===== src/rtl/adc_seq_pkg.sv =====
package adc_seq_pkg;

    typedef enum logic [1:0] {
        ST_IDLE  = 2'd0,
        ST_ISSUE = 2'd1,
        ST_CONV  = 2'd2,
        ST_PAUSE = 2'd3
    } seq_state_e;

    typedef enum logic [1:0] {
        TRG_SW   = 2'd0,
        TRG_RISE = 2'd1,
        TRG_FALL = 2'd2,
        TRG_BOTH = 2'd3
    } trig_mode_e;

    typedef struct packed {
        logic list_mode;
        logic dir_down;
    } scan_mode_t;

    localparam scan_mode_t SCAN_RESET = '{list_mode: 1'b0, dir_down: 1'b0};

endpackage


===== src/rtl/adc_seq_cfg.sv =====
module adc_seq_cfg
    import adc_seq_pkg::*;
#(
    parameter int N_CH     = 20,
    parameter int LIST_LEN = 8,
    parameter int CH_W     = 5,
    parameter int SETTLE   = 4,
    localparam int CNT_W   = $clog2(SETTLE + 1)
) (
    input  logic                       clk,
    input  logic                       rst,
    input  logic                       sel_wr,
    input  logic [N_CH-1:0]            sel_mask,
    input  logic [LIST_LEN*CH_W-1:0]   sel_list,
    input  logic                       mode_wr,
    input  scan_mode_t                 mode_in,
    output logic [N_CH-1:0]            mask_q,
    output logic [LIST_LEN*CH_W-1:0]   list_q,
    output scan_mode_t                 mode_q,
    output logic                       ready
);

    logic [CNT_W-1:0] settle_cnt;
    logic             mode_take;
    logic             changed;

    assign ready     = (settle_cnt == '0);
    assign mode_take = mode_wr && ready && (mode_in != mode_q);
    assign changed   = sel_wr || mode_take;

    always_ff @(posedge clk) begin
        if (rst) begin
            mask_q     <= '0;
            list_q     <= '1;
            mode_q     <= SCAN_RESET;
            settle_cnt <= '0;
        end else begin
            if (sel_wr) begin
                mask_q <= sel_mask;
                list_q <= sel_list;
            end
            if (mode_take) begin
                mode_q <= mode_in;
            end
            if (changed) begin
                settle_cnt <= CNT_W'(SETTLE);
            end else if (settle_cnt != '0) begin
                settle_cnt <= settle_cnt - 1'b1;
            end
        end
    end

endmodule


===== src/rtl/adc_seq_trig.sv =====
module adc_seq_trig
    import adc_seq_pkg::*;
#(
    parameter int N_TRG  = 8,
    localparam int SEL_W = $clog2(N_TRG)
) (
    input  logic              clk,
    input  logic              rst,
    input  logic [N_TRG-1:0]  trig_in,
    input  logic [SEL_W-1:0]  trig_sel,
    input  logic [1:0]        trig_mode,
    input  logic              sw_start,
    output logic              start_req
);

    logic [N_TRG-1:0] sync1_q;
    logic [N_TRG-1:0] sync2_q;
    logic             prev_q;
    logic             cur;
    logic             hw_edge;

    assign cur = sync2_q[trig_sel];

    always_ff @(posedge clk) begin
        if (rst) begin
            sync1_q <= '0;
            sync2_q <= '0;
            prev_q  <= 1'b0;
        end else begin
            sync1_q <= trig_in;
            sync2_q <= sync1_q;
            prev_q  <= cur;
        end
    end

    always_comb begin
        hw_edge = 1'b0;
        case (trig_mode)
            TRG_RISE: hw_edge = cur && !prev_q;
            TRG_FALL: hw_edge = !cur && prev_q;
            TRG_BOTH: hw_edge = cur != prev_q;
            default:  hw_edge = 1'b0;
        endcase
    end

    assign start_req = (trig_mode == TRG_SW) ? sw_start : hw_edge;

endmodule


===== src/rtl/adc_seq_pick.sv =====
module adc_seq_pick
    import adc_seq_pkg::*;
#(
    parameter int N_CH     = 20,
    parameter int LIST_LEN = 8,
    parameter int CH_W     = 5
) (
    input  logic [N_CH-1:0]           mask,
    input  logic [LIST_LEN*CH_W-1:0]  list,
    input  scan_mode_t                mode,
    input  logic [N_CH-1:0]           pending,
    output logic [N_CH-1:0]           cand,
    output logic [N_CH-1:0]           pick_oh,
    output logic [CH_W-1:0]           pick_chan
);

    localparam logic [CH_W-1:0] LAST_CH = CH_W'(N_CH - 1);
    localparam logic [CH_W-1:0] END_MARK = '1;

    logic [LIST_LEN-1:0] slot_ok;
    logic [CH_W-1:0]     pick_idx;
    logic                walk_down;

    // Slots up to the first end marker that name a real channel.
    always_comb begin
        logic stopped;
        stopped = 1'b0;
        slot_ok = '0;
        for (int i = 0; i < LIST_LEN; i++) begin
            if (list[i*CH_W +: CH_W] == END_MARK) begin
                stopped = 1'b1;
            end
            if (!stopped && (list[i*CH_W +: CH_W] <= LAST_CH)) begin
                slot_ok[i] = 1'b1;
            end
        end
    end

    assign cand      = mode.list_mode ? {{(N_CH-LIST_LEN){1'b0}}, slot_ok} : mask;
    assign walk_down = mode.dir_down && !mode.list_mode;

    always_comb begin
        pick_idx = '0;
        pick_oh  = '0;
        if (walk_down) begin
            for (int i = 0; i < N_CH; i++) begin
                if (pending[i]) begin
                    pick_idx   = CH_W'(i);
                    pick_oh    = '0;
                    pick_oh[i] = 1'b1;
                end
            end
        end else begin
            for (int i = N_CH - 1; i >= 0; i--) begin
                if (pending[i]) begin
                    pick_idx   = CH_W'(i);
                    pick_oh    = '0;
                    pick_oh[i] = 1'b1;
                end
            end
        end
    end

    always_comb begin
        pick_chan = pick_idx;
        if (mode.list_mode) begin
            pick_chan = '0;
            for (int i = 0; i < LIST_LEN; i++) begin
                if (pick_idx == CH_W'(i)) begin
                    pick_chan = list[i*CH_W +: CH_W];
                end
            end
        end
    end

endmodule


===== src/rtl/adc_scan_seq.sv =====
module adc_scan_seq
    import adc_seq_pkg::*;
#(
    parameter int N_CH     = 20,
    parameter int LIST_LEN = 8,
    parameter int N_TRG    = 8,
    parameter int SETTLE   = 4,
    localparam int CH_W    = $clog2(N_CH),
    localparam int SEL_W   = $clog2(N_TRG)
) (
    input  logic                      clk,
    input  logic                      rst,
    input  logic                      sel_wr,
    input  logic [N_CH-1:0]           sel_mask,
    input  logic [LIST_LEN*CH_W-1:0]  sel_list,
    input  logic                      mode_wr,
    input  logic                      mode_list,
    input  logic                      mode_down,
    input  logic [1:0]                trig_mode,
    input  logic [SEL_W-1:0]          trig_sel,
    input  logic                      cont,
    input  logic                      disc,
    input  logic                      sw_start,
    input  logic [N_TRG-1:0]          trig_in,
    input  logic                      eoc,
    output logic [CH_W-1:0]           conv_chan,
    output logic                      conv_start,
    output logic                      seq_busy,
    output logic                      seq_eos,
    output logic                      cfg_ready,
    output logic                      cfg_err
);

    logic [N_CH-1:0]          mask_q;
    logic [LIST_LEN*CH_W-1:0] list_q;
    scan_mode_t               mode_q;
    scan_mode_t               mode_in;
    logic                     start_req;
    logic [N_CH-1:0]          cand;
    logic [N_CH-1:0]          pick_oh;
    logic [N_CH-1:0]          pending_q;
    logic [N_CH-1:0]          pend_after;
    seq_state_e               state_q;
    logic                     eos_q;
    logic                     err_q;
    logic                     cont_eff;
    logic                     disc_eff;

    assign mode_in = '{list_mode: mode_list, dir_down: mode_down};

    adc_seq_cfg #(
        .N_CH(N_CH), .LIST_LEN(LIST_LEN), .CH_W(CH_W), .SETTLE(SETTLE)
    ) u_cfg (
        .clk(clk), .rst(rst),
        .sel_wr(sel_wr), .sel_mask(sel_mask), .sel_list(sel_list),
        .mode_wr(mode_wr), .mode_in(mode_in),
        .mask_q(mask_q), .list_q(list_q), .mode_q(mode_q),
        .ready(cfg_ready)
    );

    adc_seq_trig #(.N_TRG(N_TRG)) u_trig (
        .clk(clk), .rst(rst),
        .trig_in(trig_in), .trig_sel(trig_sel), .trig_mode(trig_mode),
        .sw_start(sw_start), .start_req(start_req)
    );

    adc_seq_pick #(.N_CH(N_CH), .LIST_LEN(LIST_LEN), .CH_W(CH_W)) u_pick (
        .mask(mask_q), .list(list_q), .mode(mode_q), .pending(pending_q),
        .cand(cand), .pick_oh(pick_oh), .pick_chan(conv_chan)
    );

    // Conflicting run modes fall back to single mode.
    assign cont_eff   = cont && !disc;
    assign disc_eff   = disc && !cont;
    assign pend_after = pending_q & ~pick_oh;

    always_ff @(posedge clk) begin
        if (rst) begin
            state_q   <= ST_IDLE;
            pending_q <= '0;
            eos_q     <= 1'b0;
            err_q     <= 1'b0;
        end else begin
            eos_q <= 1'b0;
            err_q <= cont && disc;
            case (state_q)
                ST_IDLE: begin
                    if (start_req && (cand != '0)) begin
                        pending_q <= cand;
                        state_q   <= ST_ISSUE;
                    end
                end
                ST_ISSUE: begin
                    state_q <= ST_CONV;
                end
                ST_CONV: begin
                    if (eoc) begin
                        if (pend_after == '0) begin
                            eos_q <= 1'b1;
                            if (cont_eff && (cand != '0)) begin
                                pending_q <= cand;
                                state_q   <= ST_ISSUE;
                            end else begin
                                pending_q <= '0;
                                state_q   <= ST_IDLE;
                            end
                        end else begin
                            pending_q <= pend_after;
                            state_q   <= disc_eff ? ST_PAUSE : ST_ISSUE;
                        end
                    end
                end
                ST_PAUSE: begin
                    if (start_req) begin
                        state_q <= ST_ISSUE;
                    end
                end
                default: state_q <= ST_IDLE;
            endcase
        end
    end

    assign conv_start = (state_q == ST_ISSUE);
    assign seq_busy   = (state_q != ST_IDLE);
    assign seq_eos    = eos_q;
    assign cfg_err    = err_q;

endmodule


===== config.mk =====
export PLATFORM = sky130hd
export DESIGN_NAME = adc_scan_seq
export DESIGN_NICKNAME = d
export VERILOG_FILES = /design/src/rtl/adc_seq_pkg.sv /design/src/rtl/adc_seq_cfg.sv /design/src/rtl/adc_seq_trig.sv /design/src/rtl/adc_seq_pick.sv /design/src/rtl/adc_scan_seq.sv
export SDC_FILE = /design/constraint.sdc
export NUM_CORES = 1
export LEC_CHECK = 0
export ABC_CLOCK_PERIOD_IN_PS = 3690
export BUFFER_PORTS_ARGS = -buffer_cell sky130_fd_sc_hd__buf_2
export CAP_MARGIN = 40
export CORE_UTILIZATION = 45
export DETAILED_ROUTE_END_ITERATION = 16
export HOLD_SLACK_MARGIN = 0.05
export PLACE_DENSITY = 0.67
export REMOVE_ABC_BUFFERS = 1
export SYNTH_ARGS = -nofsm -noshare
export SYNTH_HDL_FRONTEND = slang
export SYNTH_SLANG_ARGS = --single-unit

===== constraint.sdc =====
create_clock -name clk -period 3.69 [get_ports clk]
set_input_delay 0.9225 -clock clk [delete_from_list [all_inputs] [get_ports clk]]
set_output_delay 0.9225 -clock clk [all_outputs]
set_load 0.02 [all_outputs]

==> summary.txt, run 1 <==
Tcrit/Tclk final -> 99.8%
relative slew slack -> 41.3%
Die Area -> 13200 um^2
library cells used by synthesis -> 68
post-synthesis sequential area ratio -> 37.0%
vias in the first global route -> 5450
fin nets -> 914
Multi-input gate area -> 3480 um^2
number of CTS-inserted buffers -> 9
total global routing overflow -> 0
Skew-Pair Late Insertion Delay -> 350 ps
global-route usage over all layers -> 26.7%
Final min period -> 3680 ps
antenna-violating nets left -> 0
pre-CTS WS -> 25.2 ps
Longest Clk Path Bufs -> 2
Crit Path Max Fanout -> 5
Pwr Density -> 835 nW/um^2
max-cap viol count -> 0
area added between synthesis and finish -> 29.1%
first-pass GRT wire length -> 27.3 mm
CP endpoint kind -> output pin
Die W -> 115 um
Initial Util -> 46.9%
dpl hpwl -> 12.9 mm
#FFs+latches synth -> 106
drt pass-1 iters -> 5
CORE AREA -> 12200 um^2
Clk pin slew, worst setup/hold paths -> 70 ps
EDFF count, synth -> 0
Setup WS post-layout -> 7.04 ps
Max Fclk -> 272 MHz
slew at the pin with the worst max-slew slack -> 880 ps
power after layout -> 6.18 mW
main flop type after synthesis -> dfxtp_1
data required time at the worst endpoint -> 2770 ps
Detailed Route Iter0 Violations -> 470
skew final -> 8.21 ps
Worst EP arrival -> 2760 ps
placed cells -> 965
Vias -> 5782
RSZ-0062 raised after global routing -> yes
crit path kind -> flip-flop to output pin
post-synth top area share -> 37.0%
Pleak -> 3.21 nW
r2r setup slk -> 150 ps
hold crit path type -> flip-flop to flip-flop
Non-Filler Instances -> 995
Post-synth ARST share -> 0%
Slew Viols, Final -> 0
Cells after Synth -> 684
Setup violations, final -> 0
CTS root buffer -> clkbuf_16
final hold vios -> 0
Die Span Y -> 115 um
yosys warns -> 0
clk sinks -> 106
Post-Syn Area -> 5730 um^2
IO Pins -> 93
CTS H-tree depth -> 3
port bufs -> 92
sequential cell area -> 2140 um^2
fill count -> 1082
DRC viols -> 0
Synth area leaders -> dfxtp_1, mux2i_1, nand2_1
maximum vdd drop -> 429 uV
antenna fix cells -> 0
Yosys top cell by area -> dfxtp_1
CP Launch Type -> flip-flop
final WL -> 17.4 mm
CTS tree -> done
row cnt -> 40
Core Util, Final -> 60.6%
vias per cell -> 5.81
antenna violations before repair -> 0
status -> finished, final reports clean
largest net degree at the start of global routing -> 48
drt wl/cell -> 17.5 um
layout cells sized above 1 -> 30.8%
gpl congestion -> 0.954
syn avg cell area -> 8.38 um^2
==> power breakdown <==
part	total, mW	leakage (nW)	switching [mW]	internal, mW
registers	1.46	0.881	0.165	1.29
clock network	1.06	0.160	0.443	0.616
logic	3.66	2.17	1.91	1.75
==> metal layers <==
layer / vias up / track usage, % / share of wire [%]
li1: 2768 / - / -
met1: 2716 / 36.3 / 45
met2: 260 / 41.2 / 45
met3: 38 / 4.85 / 7.4
met4: 0 / 12.5 / 2.7
met5: - / 0 / 0
==> cells in the final DEF (no fill, tap or decap), drive strengths merged, types with 10 or more instances in the layout <==
cell type and n:
a21oi 25, o21a 12, clkbuf 10, a221oi 11, inv 21, nor2b 24
dfxtp 106, nor3 11, mux2i 61, o21ai 49, nand2 83, a31oi 19
nor2 67, nand3 16, buf 176
==> path summary, 6_finish.rpt <==
kind,startpoint,depth (start not counted),end
setup / recovery,pending_q[4],11,conv_chan[1]
hold / removal,u_trig.sync1_q[4],1,u_trig.sync2_q[4]
setup reg to reg,pending_q[4],13,pending_q[12]
hold reg to reg,u_trig.sync1_q[4],1,u_trig.sync2_q[4]
==> worst max-delay path, cell delays in order (launching register included) <==
cell	delay (ps)
dfxtp_4	370
buf_6	130
nor4_4	400
nand4_1	220
a21oi_2	210
or2_4	170
nor2_2	50
and3_4	200
buf_6	120
a221oi_2	250
o22ai_1	130
buf_4	170
==> synth_stat cells (6+ instances only) <==
master,n
dfxtp_1,106
nand2_1,83
nor2_1,67
mux2i_1,61
o21ai_0,48
clkbuf_1,38
nor2b_1,24
a21oi_1,23
a31oi_1,19
inv_1,19
nand3_1,16
o21a_1,12
a221oi_1,11
nor3_1,11
a22o_1,9
ha_1,8
and3_1,7
o2111ai_1,7
a211oi_1,6
nand4_1,6
nor4_1,6
o211ai_1,6
==> layout make-up <==
class,count,area share [%]
clock buffers,10,3.23
clock inverters,5,1.17
inverters,20,1.01
multi-input cells,510,47.0
flip-flops and latches,106,29.0
well taps,168,2.84
repair buffers,176,15.8
==> metrics by stage <==
step	area (um^2)	TNS [ps]	hold WS (ps)
6_report	7400	0	437
5_1_grt	7400	-422	459
4_1_cts	7220	-69.2	440
3_5_place_dp	6750	0	424
3_3_place_gp	6720	0	421
2_1_floorplan	5530	-3110	414
==> registers in the layout, indices dropped and copies added, names as in the netlist, 2 cells and up <==
| name | cells |
|---|---|
| u_trig.sync2_q | 8 |
| u_cfg.settle_cnt | 3 |
| state_q | 2 |
| u_cfg.list_q | 40 |
| u_cfg.mode_q | 2 |
| pending_q | 20 |
| u_cfg.mask_q | 20 |
| u_trig.sync1_q | 8 |
==> cells by family (layout without fill, tap and decap cells) <==
kind of cell / Yosys count / in the layout / synth area share [%]
DFF: 106 / 106 / 37.0
buffers and inverters: 68 / 211 / 4.85
xor gates and xnor gates: 3 / 3 / 0.459
AOI/OAI and AO/OA: 187 / 187 / 22.6
muxes: 68 / 68 / 12.4
and+or+nand+nor: 244 / 244 / 20.9
adders and majority gates: 8 / 8 / 1.75
==> what timing repair did <==
| item | CTS | global route |
|---|---|---|
| endpoints found under the setup margin | 5 | 7 |
| resized for setup | 34 | 37 |
| setup buffers | 7 | 11 |
| hold buffers | 0 | 0 |
| pin swaps | 16 | 25 |
Note: power is estimated with default switching activity, not from simulation.
==> inputs of run 2 (changes only) <==
- CAP_MARGIN: 40 -> 10
- CORE_ASPECT_RATIO: unset -> 0.75
==> summary.txt, run 2 (synthesized netlist as in run 1, its figures left out) <==
status -> complete, but fails checks
failing checks -> negative setup slack
skew final -> 9.49 ps (+1.27 ps)
antenna-violating nets left -> 0 (unchanged)
IO Pins -> 93 (unchanged)
vias per cell -> 5.88 (+1.3%)
Longest Clk Path Bufs -> 2 (unchanged)
fin nets -> 896 (-2.0%)
antenna violations before repair -> 0 (unchanged)
R2R Path Start -> pending_q[9]
number of CTS-inserted buffers -> 9 (unchanged)
dpl hpwl -> 12.9 mm (+0.61%)
Pwr Density -> 828 nW/um^2 (-0.86%)
r2r setup slk -> 180 ps (+30 ps)
Clk pin slew, worst setup/hold paths -> 80 ps (about the same)
crit path kind -> flip-flop to output pin
Hold Slack -> 443 ps (+6.10 ps)
layout cells sized above 1 -> 29.0% (-1.8 points)
top flop regs -> u_cfg.list_q: 40 flops, pending_q: 20 flops, u_cfg.mask_q: 20 flops
hold crit path type -> flip-flop to flip-flop
Largest Register -> u_cfg.list_q
RSZ-0062 raised after global routing -> yes
gpl congestion -> 1.02 (+6.8%)
Slew Viols, Final -> 0 (unchanged)
Pleak -> 3.10 nW (-3.5%)
clk sinks -> 106 (unchanged)
Vias -> 5737 (-0.78%)
total global routing overflow -> 0 (unchanged)
CTS H-tree depth -> 3 (unchanged)
Tcrit/Tclk final -> 102% (+1.9 points)
largest net degree at the start of global routing -> 64 (+33%)
placed cells -> 955 (-1.0%)
final hold vios -> 0 (unchanged)
Final min period -> 3750 ps (+69.7 ps)
global-route usage over all layers -> 26.7% (about the same)
vias in the first global route -> 5283 (-3.1%)
drt pass-1 iters -> 5 (unchanged)
first-pass GRT wire length -> 27.9 mm (+2.2%)
CORE AREA -> 12300 um^2 (+1.1%)
final WL -> 17.6 mm (+1.2%)
Die Span Y -> 99.7 um (-13%)
CTS tree -> done
most common cell after layout, fill and taps aside -> dfxtp_1
row cnt -> 35 (-13%)
DRC viols -> 0 (unchanged)
Die W -> 132 um (+15%)
area added between synthesis and finish -> 25.4%
drt wl/cell -> 18.0 um (+3.2%)
Setup WS post-layout -> -62.6 ps (-69.7 ps)
Non-Filler Instances -> 975 (-2.0%)
port bufs -> 92 (unchanged)
antenna fix cells -> 0 (unchanged)
data required time at the worst endpoint -> 2770 ps (about the same)
Max Fclk -> 266 MHz (-1.9%)
Worst EP arrival -> 2830 ps (+70 ps)
Detailed Route Iter0 Violations -> 769 (+64%)
Skew-Pair Late Insertion Delay -> 350 ps (about the same)
relative slew slack -> 32.3% (-9.0 points)
Crit Path Max Fanout -> 5 (unchanged)
most frequent cells in the layout -> dfxtp_1, buf_2, nand2_1
worst hold start -> u_trig.sync1_q[5]
slew at the pin with the worst max-slew slack -> 1020 ps (+136 ps)
Setup violations, final -> 4 (+4)
CTS root buffer -> clkbuf_16
CP endpoint kind -> output pin
Initial Util -> 46.4% (-0.52 points)
maximum vdd drop -> 381 uV (-11%)
max FFs per register -> 40 (unchanged)
max-cap viol count -> 0 (unchanged)
fill count -> 1133 (+4.7%)
CP Launch Type -> flip-flop
Die Area -> 13200 um^2 (about the same)
pre-CTS WS -> 50.5 ps (+25.3 ps)
CP startpoint -> pending_q[11]
==> run 2: cell types whose count changed in the layout (fill, tap and decap cells not counted), moves of 3 or more <==
cell,previous run,this run
or2_2,1,4
buf_6,11,6
buf_4,78,65
or2_4,3,0
dfxtp_4,3,0
==> run 2: worst paths after layout <==
| check | endpoint | depth (start not counted) |
|---|---|---|
| worst max register to register | pending_q[17] | 13 |
| worst min-delay path | u_trig.sync2_q[5] | 1 |
| worst max-delay path | conv_chan[0] | 12 |
| worst min register to register | u_trig.sync2_q[5] | 1 |
==> run 2: per-layer routing <==
| layer | up-vias | track usage, % | routed length, um |
|---|---|---|---|
| met5 | - | 0 | 0 |
| met4 | 0 | 8.22 | 272 |
| met3 | 23 | 6.42 | 1530 |
| met2 | 263 | 39.0 | 7420 |
| met1 | 2711 | 38.5 | 8350 |
| li1 | 2740 | - | - |
==> run 2: critical path: stages (launching register included) <==
cell and delay, ps:
dfxtp_1 380, buf_4 190, nor3_1 180, o31ai_1 100, a31oi_1 310, o41ai_2 140, buf_4 170, nor2b_4 140
buf_6 120, a22o_1 230, a221oi_2 230, o211ai_1 130, buf_4 170
==> run 2: layout make-up <==
type	count	area, um^2	share of cell area, %
clock inverters	6	57.6	0.801
flip-flops and latches	106	2140	29.7
multi-input cells	510	3480	48.4
repair buffers	158	1010	14.0
inverters	20	75.1	1.04
well taps	166	208	2.89
clock buffers	9	225	3.13
==> run 2: power breakdown <==
part,total (mW),leakage (nW),internal (mW),switching [mW]
clock,0.938,0.140,0.472,0.466
sequential,1.49,0.880,1.29,0.206
combinational,3.52,2.08,1.65,1.87
==> run 2: repair_timing <==
action,CTS,global route
resized for setup,49,11
pin swaps,19,10
setup endpoints to repair,5,5
hold buffers,0,0
setup buffers,5,1
hold endpoints to repair,0,0
==> run 2: through the flow <==
stage	setup TNS [ps]	power, mW	area (um^2)	utilization [%]
finish	-157	5.95	7190	58.2
global route	-675	6.26	7190	58.2
CTS	-126	5.83	7150	57.9
detailed placement	0	4.47	6680	54.1
global placement	0	4.44	6680	54.1
floorplan	-3110	3.19	5530	-
